[src/rtl/llsc_pkg.sv]
package llsc_pkg;
  typedef enum logic [1:0] {
    OP_LOAD  = 2'd0,
    OP_LINK  = 2'd1,
    OP_STORE = 2'd2,
    OP_COND  = 2'd3
  } llsc_op_e;
endpackage

[src/rtl/llsc_match.sv]
module llsc_match #(
  parameter int DEPTH = 4,
  parameter int TAG_W = 28,
  parameter int CTX_W = 3
) (
  input  logic [DEPTH-1:0]            valid_i,
  input  logic [DEPTH-1:0][TAG_W-1:0] tag_i,
  input  logic [DEPTH-1:0][CTX_W-1:0] ctx_i,
  input  logic [TAG_W-1:0]            req_tag_i,
  input  logic [CTX_W-1:0]            req_ctx_i,
  output logic [DEPTH-1:0]            addr_hit_o,
  output logic [DEPTH-1:0]            ctx_hit_o
);
  for (genvar g = 0; g < DEPTH; g++) begin : g_cmp
    assign addr_hit_o[g] = valid_i[g] && (tag_i[g] == req_tag_i);
    assign ctx_hit_o[g]  = valid_i[g] && (ctx_i[g] == req_ctx_i);
  end
endmodule

[src/rtl/llsc_decide.sv]
module llsc_decide
  import llsc_pkg::*;
#(
  parameter int DEPTH = 4
) (
  input  logic             req_valid_i,
  input  llsc_op_e         req_op_i,
  input  logic [DEPTH-1:0] valid_i,
  input  logic [DEPTH-1:0] addr_hit_i,
  input  logic [DEPTH-1:0] ctx_hit_i,
  output logic [DEPTH-1:0] keep_o,
  output logic             ins_o,
  output logic             wr_en_o,
  output logic             sc_valid_o,
  output logic             sc_result_o
);
  logic own_hit;
  assign own_hit = |(addr_hit_i & ctx_hit_i);

  always_comb begin
    keep_o      = valid_i;
    ins_o       = 1'b0;
    wr_en_o     = 1'b0;
    sc_valid_o  = 1'b0;
    sc_result_o = 1'b0;
    if (req_valid_i) begin
      unique case (req_op_i)
        OP_LINK: begin
          keep_o = valid_i & ~ctx_hit_i;
          ins_o  = 1'b1;
        end
        OP_STORE: begin
          keep_o  = valid_i & ~addr_hit_i;
          wr_en_o = 1'b1;
        end
        OP_COND: begin
          // every store wipes matching granules, pass or fail
          keep_o      = valid_i & ~addr_hit_i;
          sc_valid_o  = 1'b1;
          sc_result_o = own_hit;
          wr_en_o     = own_hit;
        end
        default: ;
      endcase
    end
  end
endmodule

[src/rtl/llsc_table.sv]
module llsc_table #(
  parameter int DEPTH = 4,
  parameter int TAG_W = 28,
  parameter int CTX_W = 3
) (
  input  logic                        clk_i,
  input  logic                        rst_ni,
  input  logic                        ins_i,
  input  logic [TAG_W-1:0]            ins_tag_i,
  input  logic [CTX_W-1:0]            ins_ctx_i,
  input  logic [DEPTH-1:0]            keep_i,
  output logic [DEPTH-1:0]            valid_o,
  output logic [DEPTH-1:0][TAG_W-1:0] tag_o,
  output logic [DEPTH-1:0][CTX_W-1:0] ctx_o
);
  localparam int SEL_W = (DEPTH > 1) ? $clog2(DEPTH) : 1;
  localparam int CNT_W = SEL_W + 1;
  localparam logic [CNT_W-1:0] DEPTH_C = CNT_W'(DEPTH);

  logic [DEPTH-1:0]            valid_q, valid_d;
  logic [DEPTH-1:0][TAG_W-1:0] tag_q, tag_d;
  logic [DEPTH-1:0][CTX_W-1:0] ctx_q, ctx_d;

  // slot 0 is newest; survivors are packed in age order, the tail drops out
  always_comb begin
    logic [CNT_W-1:0] idx;
    valid_d = '0;
    tag_d   = tag_q;
    ctx_d   = ctx_q;
    idx     = '0;
    if (ins_i) begin
      valid_d[0] = 1'b1;
      tag_d[0]   = ins_tag_i;
      ctx_d[0]   = ins_ctx_i;
      idx        = CNT_W'(1);
    end
    for (int i = 0; i < DEPTH; i++) begin
      if (keep_i[i] && (idx < DEPTH_C)) begin
        valid_d[idx[SEL_W-1:0]] = 1'b1;
        tag_d[idx[SEL_W-1:0]]   = tag_q[i];
        ctx_d[idx[SEL_W-1:0]]   = ctx_q[i];
        idx = idx + CNT_W'(1);
      end
    end
  end

  always_ff @(posedge clk_i or negedge rst_ni) begin
    if (!rst_ni) begin
      valid_q <= '0;
      tag_q   <= '0;
      ctx_q   <= '0;
    end else begin
      valid_q <= valid_d;
      tag_q   <= tag_d;
      ctx_q   <= ctx_d;
    end
  end

  assign valid_o = valid_q;
  assign tag_o   = tag_q;
  assign ctx_o   = ctx_q;
endmodule

[src/rtl/llsc_monitor.sv]
module llsc_monitor
  import llsc_pkg::*;
#(
  parameter int ADDR_W    = 32,
  parameter int CTX_W     = 3,
  parameter int DEPTH     = 4,
  parameter int GRAN_BITS = 4
) (
  input  logic              clk_i,
  input  logic              rst_ni,
  input  logic              req_valid_i,
  input  logic [1:0]        req_op_i,
  input  logic [ADDR_W-1:0] req_addr_i,
  input  logic [CTX_W-1:0]  req_ctx_i,
  output logic              wr_en_o,
  output logic              sc_valid_o,
  output logic              sc_result_o
);
  localparam int TAG_W = ADDR_W - GRAN_BITS;

  llsc_op_e                    op;
  logic [TAG_W-1:0]            req_tag;
  logic [DEPTH-1:0]            tbl_valid;
  logic [DEPTH-1:0][TAG_W-1:0] tbl_tag;
  logic [DEPTH-1:0][CTX_W-1:0] tbl_ctx;
  logic [DEPTH-1:0]            addr_hit, ctx_hit, keep;
  logic                        ins, wr_d, scv_d, scr_d;

  assign op      = llsc_op_e'(req_op_i);
  assign req_tag = req_addr_i[ADDR_W-1:GRAN_BITS];

  llsc_match #(.DEPTH(DEPTH), .TAG_W(TAG_W), .CTX_W(CTX_W)) u_match (
    .valid_i    (tbl_valid),
    .tag_i      (tbl_tag),
    .ctx_i      (tbl_ctx),
    .req_tag_i  (req_tag),
    .req_ctx_i  (req_ctx_i),
    .addr_hit_o (addr_hit),
    .ctx_hit_o  (ctx_hit)
  );

  llsc_decide #(.DEPTH(DEPTH)) u_decide (
    .req_valid_i (req_valid_i),
    .req_op_i    (op),
    .valid_i     (tbl_valid),
    .addr_hit_i  (addr_hit),
    .ctx_hit_i   (ctx_hit),
    .keep_o      (keep),
    .ins_o       (ins),
    .wr_en_o     (wr_d),
    .sc_valid_o  (scv_d),
    .sc_result_o (scr_d)
  );

  llsc_table #(.DEPTH(DEPTH), .TAG_W(TAG_W), .CTX_W(CTX_W)) u_table (
    .clk_i     (clk_i),
    .rst_ni    (rst_ni),
    .ins_i     (ins),
    .ins_tag_i (req_tag),
    .ins_ctx_i (req_ctx_i),
    .keep_i    (keep),
    .valid_o   (tbl_valid),
    .tag_o     (tbl_tag),
    .ctx_o     (tbl_ctx)
  );

  always_ff @(posedge clk_i or negedge rst_ni) begin
    if (!rst_ni) begin
      wr_en_o     <= 1'b0;
      sc_valid_o  <= 1'b0;
      sc_result_o <= 1'b0;
    end else begin
      wr_en_o     <= wr_d;
      sc_valid_o  <= scv_d;
      sc_result_o <= scr_d;
    end
  end
endmodule

[config.mk]
export PLATFORM = sky130hd
export DESIGN_NAME = llsc_monitor
export DESIGN_NICKNAME = d
export VERILOG_FILES = /design/src/rtl/llsc_pkg.sv /design/src/rtl/llsc_match.sv /design/src/rtl/llsc_decide.sv /design/src/rtl/llsc_table.sv /design/src/rtl/llsc_monitor.sv
export SDC_FILE = /design/constraint.sdc
export NUM_CORES = 1
export LEC_CHECK = 0
export BUFFER_PORTS_ARGS = -buffer_cell sky130_fd_sc_hd__buf_4
export CAP_MARGIN = 20
export CORE_ASPECT_RATIO = 1.25
export CORE_MARGIN = 2
export CORE_UTILIZATION = 60
export CTS_CLUSTER_DIAMETER = 200
export DETAILED_ROUTE_END_ITERATION = 6
export GPL_ROUTABILITY_DRIVEN = 0
export PLACE_DENSITY = 0.81
export SLEW_MARGIN = 20
export SYNTH_ARGS = -nofsm -noshare
export SYNTH_HDL_FRONTEND = slang
export SYNTH_SLANG_ARGS = --single-unit
export TNS_END_PERCENT = 1
[constraint.sdc]
create_clock -name clk_i -period 8.6 [get_ports clk_i]
set_input_delay 1.72 -clock clk_i [delete_from_list [all_inputs] [get_ports clk_i]]
set_output_delay 1.72 -clock clk_i [all_outputs]
set_load 0.02 [all_outputs]
-- Word level (Yosys, flattened, before mapping)
Index checks and enable logic that the tools add are counted.
W data, S select, Z words.
- add/sub/neg operators: 3
- magnitude comparators: 12
- equality and inequality tests: 11
- muxes and demuxes: 61
- bitwise operators: 9
- reductions and logical operators: 18
- operators with widths (operator ; number):
    $bwmux W112 ; 4
    $mux W112 ; 4
    $demux W28 S2 ; 4
    $mux W28 ; 5
    $eq A28 B28 Y1 ; 4
    $bwmux W12 ; 4
    $mux W12 ; 4
    $demux W3 S2 ; 4
    $mux W3 ; 8
    $mux W4 ; 5
    $logic_and A1 B1 Y1 ; 16
    $mux W1 ; 13
    $and A4 B4 Y4 ; 3
    $eq A3 B3 Y1 ; 4
    $or A4 B4 Y4 ; 3
    $lt A2 B3 Y1 const B ; 3
    $lt A3 B3 Y1 const B ; 3
    $demux W1 S2 ; 4
    $not A4 Y4 ; 2
    $pmux W4 S2 ; 1
    $add A3 B1 Y3 const B ; 2
    $ge A2 B1 Y1 const B ; 3
    $lt A1 B3 Y1 const B ; 2
    $eq A2 B2 Y1 const B ; 2
    other kinds (7) ; 7
- bits in registers: 131
- output and inout port bits: 3

-- Logic depth before layout (Yosys ltp)
Gate-level depths: netlist (run 1).
- depth after elaboration: 20
- mapped depth: 20

-- Modules after synthesis
A second synthesis (run 1) with hierarchy kept.
- cell total of the unflattened synthesis: 859
- area, all modules: 8723.4 um^2
- modules (own cells, without submodules) (module ; instances ; cells each ; area an instance (um^2)):
    llsc_table ; 1 ; 666 ; 7134.3
    llsc_match ; 1 ; 173 ; 1390.1
    llsc_decide ; 1 ; 17 ; 123.9
    llsc_monitor ; 1 ; 3 ; 75.1

-- Worst setup path before layout (run 1)
OpenSTA, ideal clock, no wires.
- path type: in2reg
- start: input req_addr_i[19]
- end: register u_table.tag_q (netlist bit u_table.tag_o[30])
- setup time: 125 ps
- data arrival time: 5240 ps
- data required time: 8475 ps
- slack: 3235 ps
- cell stages on the path: 18
- path buffers: 4
- cells stage by stage: clkbuf_1 > xor2_1 > nor4_1 > nand3_1 > nor3_1 > nand4_1 > o221a_2 > ha_1 > and3_1 > nand2_1 > buf_2 > buf_1 > ha_1 > nor3_1 > nand3_1 > o21ai_2 > buf_6 > mux2_4
- RTL lines (item ; line ; RTL):
    start, declared ; llsc_monitor.sv:13 ; input logic [ADDR_W-1:0] req_addr_i,
    end signal, assigned ; llsc_table.sv:54 ; tag_q <= tag_d;
    end, declared ; llsc_table.sv:21 ; logic [DEPTH-1:0][TAG_W-1:0] tag_q, tag_d;

==> results of run 1 <==
## kinds of logic after synthesis
group / after synthesis / synth area share
AOI/OAI and AO/OA: 91 / 0.0818
xor gates and xnor gates: 121 / 0.109
adders and majority gates: 10 / 0.0136
buffers and inverters: 86 / 0.0520
DFF: 131 / 0.337
muxes: 247 / 0.309
and+or+nand+nor: 192 / 0.0984
## final cells by class
class / instances / area [um2] / area share
clock inverter: 5 / 27.5 / 0.00262
tap: 216 / 270 / 0.0257
multi-input combinational: 661 / 6010 / 0.571
timing repair buffer: 51 / 407 / 0.0386
inverter: 10 / 37.5 / 0.00357
clock buffer: 25 / 495 / 0.0471
sequential: 131 / 3280 / 0.312
## path summary, 6_finish.rpt
check / cells past startpoint / end / slack [ns] / from
setup / recovery: 18 / u_table.tag_o[29]$_DFF_PN0_ / 2.42 / req_addr_i[13]
hold reg to reg: 1 / u_table.tag_o[93]$_DFFE_PN0P_ / 0.61 / u_table.tag_o[93]$_DFFE_PN0P_
hold / removal: 1 / u_table.tag_o[93]$_DFFE_PN0P_ / 0.61 / u_table.tag_o[93]$_DFFE_PN0P_
min in group asynchronous: 1 / u_table.tag_o[69]$_DFF_PN0_ / 1.29 / rst_ni
max in group asynchronous: 2 / u_table.tag_o[80]$_DFF_PN0_ / 5.97 / rst_ni
setup reg to reg: 16 / u_table.tag_o[29]$_DFF_PN0_ / 3.45 / u_table.tag_o[33]$_DFF_PN0_
## worst reg2reg max path: stages, from the launching register on
cell and delay [ns]:
dfrtp_1 0.44, xnor2_1 0.36, nand4_1 0.17, nor4b_2 0.42, nand4_2 0.28, and2_1 0.31
inv_1 0.10, fa_1 0.51, inv_1 0.18, ha_1 0.20, inv_1 0.09, ha_1 0.36
nor3_1 0.20, nand3_1 0.14, o21ai_4 0.42, buf_4 0.48, mux2_2 0.38
## power by group through the flow
stage / Sequential (mW) / Clock (mW) / Combinational (mW)
after floorplan: 1.22 / 0 / 1.77
after global placement: 1.33 / 0 / 2.08
after detailed placement: 1.34 / 0 / 2.14
after CTS: 1.33 / 0.664 / 2.16
after global routing: 1.40 / 0.689 / 2.33
final: 1.35 / 0.659 / 2.19
## cells in the final DEF (no fill, tap or decap), drive strengths merged, types with 2 or more instances in the layout
cell | Yosys | layout
mux2 | 245 | 245
dfrtp | 131 | 131
nand2 | 104 | 104
xnor2 | 70 | 70
o22a | 62 | 62
xor2 | 51 | 51
buf | 61 | 51
clkbuf | 15 | 25
nand4 | 21 | 21
nor4 | 19 | 19
nand3 | 15 | 15
inv | 10 | 10
o21ai | 10 | 10
ha | 9 | 9
nor3 | 5 | 5
nor2 | 5 | 5
nand2b | 4 | 4
clkinv | 0 | 4
and3 | 3 | 3
a21oi | 3 | 3
and2 | 2 | 2
nand3b | 2 | 2
mux2i | 2 | 2
nor2b | 2 | 2
o31ai | 2 | 2
or2 | 2 | 2
nor4b | 2 | 2
o22ai | 2 | 2
## state kept, by name, summed over array words and instances, names as in the netlist
register         cells
sc_result_o          1
sc_valid_o           1
u_table.ctx_o       12
u_table.tag_o      112
u_table.valid_o      4
wr_en_o              1
## through the flow
stage | std cells | setup WS (ns) | area, um2 | hold slack, ns
finish | 1099 | 2.42 | 10500 | 0.606
detailed placement | 1068 | 2.09 | 9970 | 0.595
floorplan | 878 | 3.23 | 9740 | 0.539
global route | 1099 | 2.19 | 10500 | 0.634
CTS | 1098 | 2.51 | 10500 | 0.605
global placement | 1068 | 2.12 | 9970 | 0.575
## per-layer routing
metal	vias to the layer above	wire length [um]	track usage	share of wire
met4	0	1200	0.169	0.046
met1	3487	10800	0.398	0.41
li1	3133	-	-	-
met5	-	0	0	0
met2	302	12600	0.494	0.48
met3	85	1620	0.0535	0.062
==> qor.txt, run 1 <==
Status = finished with violations
Failing checks = DRC
Crit path time final = 6.18 ns
Crit path top cell by count = inv_1
Num CTS Buffers = 17
DIE AREA = 17300 um2
Final Slew Violations = 0
Largest net degree at the start of global routing = 69
GRT overflow = 0
Detailed Route Iter0 Violations = 537
Routed len/inst = 23.8 um
Area grow syn2layout = 8.03%
ANT cells = 0
IO buf count = 38
Crit end category = flop
Antenna viol nets, final = 0
Synth top area share = 0.337
Final setup TNS = 0 ns
Filler cell count = 1234
Root buffer cell = clkbuf_16
P_sw = 1.63 mW
Die Height = 146 um
Worst Tran Pin Value = 1.11 ns
Rows = 52
H-Tree Depth = 4
Main area contributors after synthesis = dfrtp_1 (34%), mux2_2 (21%), mux2_4 (9.4%), xnor2_1 (6.3%), o22a_1 (5.6%)
Post-cts resize count = 0
Final setup violation count = 0
CP max-delay cell = fa_1
Hold Fails Final Rpt = 0
Delay of the slowest critical-path stage = 0.55 ns
Share of layout cells above drive strength 1 = 0.384
Post-Syn Area = 9740 um2
Worst EP required = 8.91 ns
Final period utilization = 0.718
Internal = 2.57 mW
Slew headroom = 0.261
Initial antenna violation count = 0
Async set-or-reset flop fraction in the synthesized netlist = 1.00
Vias = 7007
Critical-path cell list = buf_4 -> xor2_1 -> nor4_1 -> nand3_1 -> nor3_1 -> nand4_1 -> o221a_2 -> inv_1 -> fa_1 -> inv_1 -> ha_1 -> inv_1 -> ha_1 -> nor3_1 -> nand3_1 -> o21ai_4 -> buf_4 -> mux2_2
Distinct cells, synth = 61
Layout Utilization = 0.655
Maximum vdd drop = 0.160 mV
Net Count, Synth = 928
Startpoint type of the worst setup path = input port
Area leader, netlist = dfrtp_1
Vias in the first global route = 7142
Combinational share of power = 0.522
Initial Util = 0.606
Commonest cells in the netlist = mux2_2 (180), dfrtp_1 (131), nand2_1 (104), xnor2_1 (70), o22a_1 (62)
Global-route wire length before repair = 41100 um
Count leader, synth = mux2_2
CP max FO = 17
Total power = 4.20 mW
Later-pin clock latency in the skew report = 0.43 ns
Worst Path Buf+Inv = 5
Synthesized area per cell = 11.1 um2
RSZ-0062 raised after global routing = false
Synthesized instance count = 878
Synth warnings = 0
Main synth FF type = dfrtp_1
MaxCap Viol Count = 0
Final wirelength = 26200 um
Worst EP arrival = 6.49 ns
Synth Register Bits = 131
DR vias/cell = 6.38
All-layer global routing usage = 0.309
Die Width = 118 um
Post-CTS Setup Bufs = 0
Sw frac = 0.388
Clock network power share = 0.157
Core area = 16100 um2
Sequential share of the synthesized area = 0.337
# clock sinks = 131
Clk buf depth = 2
Hold WC Path Type = reg -> reg
Critical path class = in -> reg
CTS tree = yes
Hpwl dp = 16600 um
FMAX = 162 MHz
Leak Pwr = 4.48 nW
Pwr dens = 399 nW/um2
I/O pin count = 43
Worst Skew = 0.00676 ns
Number of hold buffers added after cts = 0
Detailed-route DRC error count = 2
Register share of total power = 0.321
Layout net count = 922
CP delay by family, top = simple AND/OR/NAND/NOR gates
DRT Pass-1 Iters = 7
Reg clk slew, reported paths = 0.05 ns
EDFF count, synth = 0
Note: power is estimated with default switching activity, not from simulation.
==> run 2: changes to the inputs <==
--- a/config.mk
+++ b/config.mk
@@ -9,7 +9,7 @@
 export CAP_MARGIN = 20
 export CORE_ASPECT_RATIO = 1.25
 export CORE_MARGIN = 2
-export CORE_UTILIZATION = 60
+export CORE_UTILIZATION = 57
 export CTS_CLUSTER_DIAMETER = 200
 export DETAILED_ROUTE_END_ITERATION = 6
 export GPL_ROUTABILITY_DRIVEN = 0
==> constraint.sdc (replaced) <==
create_clock -name clk_i -period 5.5 [get_ports clk_i]
set_input_delay 1.1 -clock clk_i [delete_from_list [all_inputs] [get_ports clk_i]]
set_output_delay 1.1 -clock clk_i [all_outputs]
set_load 0.02 [all_outputs]
==> qor.txt, run 2 (synthesis results as in run 1) <==
Pwr dens = 629 nW/um2 (was 399 nW/um2)
Largest net degree at the start of global routing = 90 (was 69)
Internal = 4.15 mW (was 2.57 mW)
RSZ-0062 raised after global routing = false (unchanged)
Filler cell count = 1230 (was 1234)
Final setup violation count = 0 (unchanged)
Final period utilization = 0.897
H-Tree Depth = 4 (unchanged)
Met1 Wirelength = 11000 um (was 10800 um)
Leak Pwr = 4.58 nW (was 4.48 nW)
Worst Skew = 0.0101 ns (was 0.00676 ns)
Layout net count = 933 (was 922)
MaxCap Viol Count = 0 (unchanged)
Slew headroom = 0.429 (was 0.261)
Crit end category = flop (unchanged)
Crit path time final = 4.93 ns
Vias = 7151 (was 7007)
Combinational share of power = 0.521 (was 0.522)
CP delay by family, top = simple AND/OR/NAND/NOR gates (unchanged)
Worst r2r path cells = 16 (unchanged)
Crit path top cell by count = inv_1 (unchanged)
R2R Path End = u_table.tag_o[39]$_DFF_PN0_ (was u_table.tag_o[29]$_DFF_PN0_)
Hold path start = u_table.tag_o[84]$_DFFE_PN0P_ (was u_table.tag_o[93]$_DFFE_PN0P_)
Number of hold buffers added after cts = 0 (unchanged)
Critical-path cell list = buf_4 -> xnor2_1 -> nand4_1 -> nor4b_2 -> nand4_2 -> and2_1 -> inv_1 -> fa_1 -> inv_1 -> ha_1 -> inv_1 -> ha_1 -> nor3_1 -> nand3_1 -> o21ai_4 -> buf_12 -> mux2_4 (was buf_4 -> xor2_1 -> nor4_1 -> nand3_1 -> nor3_1 -> nand4_1 -> o221a_2 -> inv_1 -> fa_1 -> inv_1 -> ha_1 -> inv_1 -> ha_1 -> nor3_1 -> nand3_1 -> o21ai_4 -> buf_4 -> mux2_2)
FMAX = 203 MHz
Core area = 16800 um2 (was 16100 um2)
Die Height = 150 um (was 146 um)
GRT overflow = 0 (unchanged)
Clk buf depth = 2 (unchanged)
Startpoint type of the worst setup path = input port (unchanged)
Final Slew Violations = 0 (unchanged)
DRT Pass-1 Iters = 5 (was 7)
I/O pin count = 43 (unchanged)
Area grow syn2layout = 10.5% (was 8.03%)
Critical path class = in -> reg (unchanged)
Hpwl dp = 17000 um (was 16600 um)
Reg clk slew, reported paths = 0.06 ns (was 0.05 ns)
Post-cts resize count = 0 (unchanged)
Routed len/inst = 23.9 um (was 23.8 um)
Detailed-route DRC error count = 0 (was 2)
CTS tree = yes (unchanged)
Initial antenna violation count = 0 (unchanged)
Post-CTS Setup Bufs = 0 (unchanged)
Commonest non-fill, non-tap cell in the layout = mux2_2 (unchanged)
Met2 WL = 12700 um (was 12600 um)
FF-to-FF Start = u_table.tag_o[33]$_DFF_PN0_ (unchanged)
All-layer global routing usage = 0.305 (was 0.309)
Num CTS Buffers = 17 (unchanged)
P_sw = 2.62 mW (was 1.63 mW)
Most frequent cells in the layout = mux2_2 (180), dfrtp_1 (131), nand2_1 (104) (unchanged)
Initial Util = 0.581 (was 0.606)
Top layer in use = met4 (unchanged)
Die Width = 121 um (was 118 um)
Root buffer cell = clkbuf_16 (unchanged)
Register share of total power = 0.313 (was 0.321)
CP max-delay cell = fa_1 (unchanged)
Share of layout cells above drive strength 1 = 0.397 (was 0.384)
Hold path endpoint = u_table.tag_o[84]$_DFFE_PN0P_ (was u_table.tag_o[93]$_DFFE_PN0P_)
Final setup TNS = 0 ns (unchanged)
Global-route wire length before repair = 41600 um (was 41100 um)
Later-pin clock latency in the skew report = 0.44 ns (was 0.43 ns)
Maximum vdd drop = 0.269 mV (was 0.160 mV)
Clock network power share = 0.165 (was 0.157)
CP max FO = 15 (was 17)
Vias in the first global route = 7268 (was 7142)
Worst Path Buf+Inv = 5 (unchanged)
Detailed Route Iter0 Violations = 677 (was 537)
DIE AREA = 18200 um2 (was 17300 um2)
Max reg flops = 112 (unchanged)
DR WL met3 = 1720 um (was 1620 um)
Worst EP required = 5.82 ns (was 8.91 ns)
Sw frac = 0.387 (was 0.388)
Total power = 6.77 mW (was 4.20 mW)
Rows = 53 (was 52)
Worst Tran Pin Value = 0.857 ns (was 1.11 ns)
DR vias/cell = 6.41 (was 6.38)
WHS Path Cells = 1 (unchanged)
ANT cells = 0 (unchanged)
Worst EP arrival = 5.25 ns (was 6.49 ns)
# clock sinks = 131 (unchanged)
IO buf count = 38 (unchanged)
Delay of the slowest critical-path stage = 0.42 ns (was 0.55 ns)
Hold Fails Final Rpt = 0 (unchanged)
Antenna viol nets, final = 0 (unchanged)
Final wirelength = 26700 um (was 26200 um)
R2r setup slk = 0.93 ns (was 3.45 ns)
Status = completed (was finished with violations)
Hold WC Path Type = reg -> reg (unchanged)
run 2: cell count changes in the layout (fill, tap and decap cells not counted), sizes merged:
cell / delta
buf: +11
clkbuf: -7
clkinv: +5
bufinv: +2
clkinvlp: +2
run 2: per-stage QoR:
stage / setup slack (ns) / utilization / hold WS [ns] / area, um2 / std cells
final: 0.567 / 0.642 / 0.603 / 10800 / 1116
after global routing: 0.392 / 0.642 / 0.627 / 10800 / 1116
after CTS: 0.681 / 0.641 / 0.600 / 10800 / 1115
after detailed placement: 0.249 / 0.606 / 0.584 / 10200 / 1083
after global placement: 0.319 / 0.606 / 0.574 / 10200 / 1083
after floorplan: 0.755 / - / 0.539 / 9740 / 878
run 2: power by group through the flow:
stage | Sequential (mW) | Clock, mW | Combinational (mW)
floorplan | 1.91 | 0 | 2.77
global placement | 2.08 | 0 | 3.35
detailed placement | 2.11 | 0 | 3.45
CTS | 2.10 | 1.13 | 3.48
global route | 2.20 | 1.17 | 3.74
finish | 2.12 | 1.12 | 3.53
run 2: metal layers:
metal,GRT usage,vias to the layer above
met4,0.181,0
met3,0.0473,84
met2,0.483,338
met1,0.395,3570
met5,0,-
li1,-,3159
run 2: cell type report:
class	instances	area, um2	share of cell area
Clock buffer	18	439	0.0408
Inverter	10	37.5	0.00349
Multi-Input combinational cell	661	6010	0.558
Clock inverter	14	139	0.0129
Timing Repair Buffer	62	589	0.0547
Sequential cell	131	3280	0.305
Tap cell	220	275	0.0256
run 2: worst max path at each step:
stage | start | to | depth (start not counted)
after CTS | req_addr_i[9] | u_table.tag_o[39]$_DFF_PN0_ | 17
after global placement | req_addr_i[9] | u_table.tag_o[38]$_DFF_PN0_ | 17
final | req_addr_i[9] | u_table.tag_o[39]$_DFF_PN0_ | 17
after global routing | req_addr_i[9] | u_table.tag_o[41]$_DFF_PN0_ | 17
after floorplan | req_addr_i[19] | u_table.tag_o[30]$_DFF_PN0_ | 18
after detailed placement | req_addr_i[9] | u_table.tag_o[44]$_DFF_PN0_ | 17
==> run 3: changes to the inputs <==
==> constraint.sdc (replaced) <==
create_clock -name clk_i -period 5.5 [get_ports clk_i]
set_input_delay 0.275 -clock clk_i [delete_from_list [all_inputs] [get_ports clk_i]]
set_output_delay 0.275 -clock clk_i [all_outputs]
set_load 0.02 [all_outputs]
==> qor.txt, run 3 (synthesis results as in run 1) <==
Status = completed (unchanged)
Initial Util = 0.581 (unchanged)
Clk buf depth = 2 (unchanged)
Share of layout cells above drive strength 1 = 0.387 (was 0.397)
RSZ-0062 raised after global routing = false (unchanged)
Core area = 16800 um2 (unchanged)
Max reg flops = 112 (unchanged)
Hpwl dp = 16800 um (was 17000 um)
Pwr dens = 632 nW/um2 (was 629 nW/um2)
Rows = 53 (unchanged)
Hold WC Path Type = in -> reg (was reg -> reg)
CP max FO = 21 (was 15)
DRT Pass-1 Iters = 4 (was 5)
Global-route wire length before repair = 41900 um (was 41600 um)
Post-CTS Setup Bufs = 0 (unchanged)
Root buffer cell = clkbuf_16 (unchanged)
Number of hold buffers added after cts = 1 (was 0)
Largest net degree at the start of global routing = 68 (was 90)
Register share of total power = 0.315 (was 0.313)
Worst EP arrival = 5.17 ns (was 5.25 ns)
Final wirelength = 26700 um (about the same)
Crit path time final = 4.85 ns (was 4.93 ns)
Post-cts resize count = 0 (unchanged)
Vias = 7132 (was 7151)
Crit end category = flop (unchanged)
Area after DPL = 10000 um2 (was 10200 um2)
Maximum vdd drop = 0.310 mV (was 0.269 mV)
Num CTS Buffers = 17 (unchanged)
Reg clk slew, reported paths = 0.06 ns (about the same)
Leak Pwr = 4.52 nW (was 4.58 nW)
All-layer global routing usage = 0.306 (was 0.305)
Sw frac = 0.386 (was 0.387)
CTS tree = yes (unchanged)
I/O pin count = 43 (unchanged)
Worst Skew = 0.00993 ns (was 0.0101 ns)
Final design area excluding fillers = 10600 um2 (was 10800 um2)
Critical path class = reg -> reg (was in -> reg)
FMAX = 206 MHz (was 203 MHz)
Worst EP required = 5.81 ns (was 5.82 ns)
Clock network power share = 0.171 (was 0.165)
Final setup TNS = 0 ns (unchanged)
Antenna viol nets, final = 0 (unchanged)
Slew headroom = 0.361 (was 0.429)
Layout net count = 925 (was 933)
P_sw = 2.59 mW (was 2.62 mW)
MaxCap Viol Count = 0 (unchanged)
H-Tree Depth = 4 (unchanged)
# clock sinks = 131 (unchanged)
GRT overflow = 0 (unchanged)
Combinational share of power = 0.514 (was 0.521)
IO buf count = 38 (unchanged)
Die Height = 150 um (unchanged)
Detailed Route Iter0 Violations = 644 (was 677)
Commonest non-fill, non-tap cell in the layout = mux2_2 (unchanged)
Initial antenna violation count = 0 (unchanged)
ANT cells = 0 (unchanged)
DR vias/cell = 6.44 (was 6.41)
Final period utilization = 0.883 (was 0.897)
Startpoint type of the worst setup path = flop (was input port)
Detailed-route DRC error count = 0 (unchanged)
Die Width = 121 um (unchanged)
Vias in the first global route = 7407 (was 7268)
Area grow syn2layout = 9.11% (was 10.5%)
Internal = 4.13 mW (was 4.15 mW)
DIE AREA = 18200 um2 (unchanged)
Hold Fails Final Rpt = 0 (unchanged)
Final Slew Violations = 0 (unchanged)
Final setup violation count = 0 (unchanged)
Most frequent cells in the layout = mux2_2 (180), dfrtp_1 (131), nand2_1 (104) (unchanged)
Worst Tran Pin Value = 0.954 ns (was 0.857 ns)
Later-pin clock latency in the skew report = 0.43 ns (was 0.44 ns)
Routed len/inst = 24.1 um (was 23.9 um)
[run 3: final timing paths]
kind | start | cells past startpoint | to | slack [ns]
setup / recovery | u_table.tag_o[29]$_DFF_PN0_ | 16 | u_table.tag_o[43]$_DFF_PN0_ | 0.65
hold / removal | req_op_i[0] | 2 | wr_en_o$_DFF_PN0_ | 0.03
setup reg to reg | u_table.tag_o[29]$_DFF_PN0_ | 16 | u_table.tag_o[43]$_DFF_PN0_ | 0.65
hold reg to reg | u_table.tag_o[110]$_DFFE_PN0P_ | 1 | u_table.tag_o[110]$_DFFE_PN0P_ | 0.60
max in group asynchronous | rst_ni | 3 | u_table.tag_o[27]$_DFF_PN0_ | 3.77
min in group asynchronous | rst_ni | 2 | u_table.tag_o[68]$_DFF_PN0_ | 0.43
[run 3: power groups by stage]
stage	clock, mW	sequential, mW	combinational [mW]
after floorplan	0	1.91	2.77
after global placement	0	2.08	3.28
after detailed placement	0	2.10	3.37
after CTS	1.15	2.09	3.41
after global routing	1.19	2.18	3.68
final	1.15	2.12	3.45
[run 3: layer usage]
metal  GRT usage  vias up  wire, um
li1            -     3144         -
met1       0.388     3570     10700
met2       0.484      326     12500
met3      0.0686       92      2080
met4       0.172        0      1410
met5           0        -         0
[run 3: metrics by stage]
stage,cells,power (mW),utilization,worst slack (ns),hold slack (ns)
after detailed placement,1075,5.47,0.598,0.682,0.321
after global placement,1075,5.36,0.598,0.759,0.319
final,1108,6.72,0.633,0.645,0.0315
after floorplan,878,4.68,-,1.58,-0.0206
after CTS,1108,6.65,0.633,0.703,0.0204
after global routing,1108,7.06,0.633,0.366,0.0430
[run 3: layout make-up]
| cell class | instances | area [um2] |
|---|---|---|
| clock inverter | 11 | 135 |
| multi-input combinational | 661 | 6010 |
| sequential | 131 | 3280 |
| inverter | 10 | 37.5 |
| timing repair buffer | 54 | 437 |
| fill | 1286 | 6150 |
| clock buffer | 21 | 450 |
| tap | 220 | 275 |
[run 3: critical path: stages, from the launching register on]
cell     delay [ns]
dfrtp_1        0.42
xnor2_1        0.43
nand4_1        0.24
nor2_1         0.27
nand4_2        0.22
and2_1         0.29
inv_1          0.10
fa_1           0.51
inv_1          0.19
ha_1           0.20
inv_1          0.09
ha_1           0.36
nor3_1         0.24
nand3_1        0.15
o21ai_4        0.35
buf_12         0.29
mux2_4         0.33
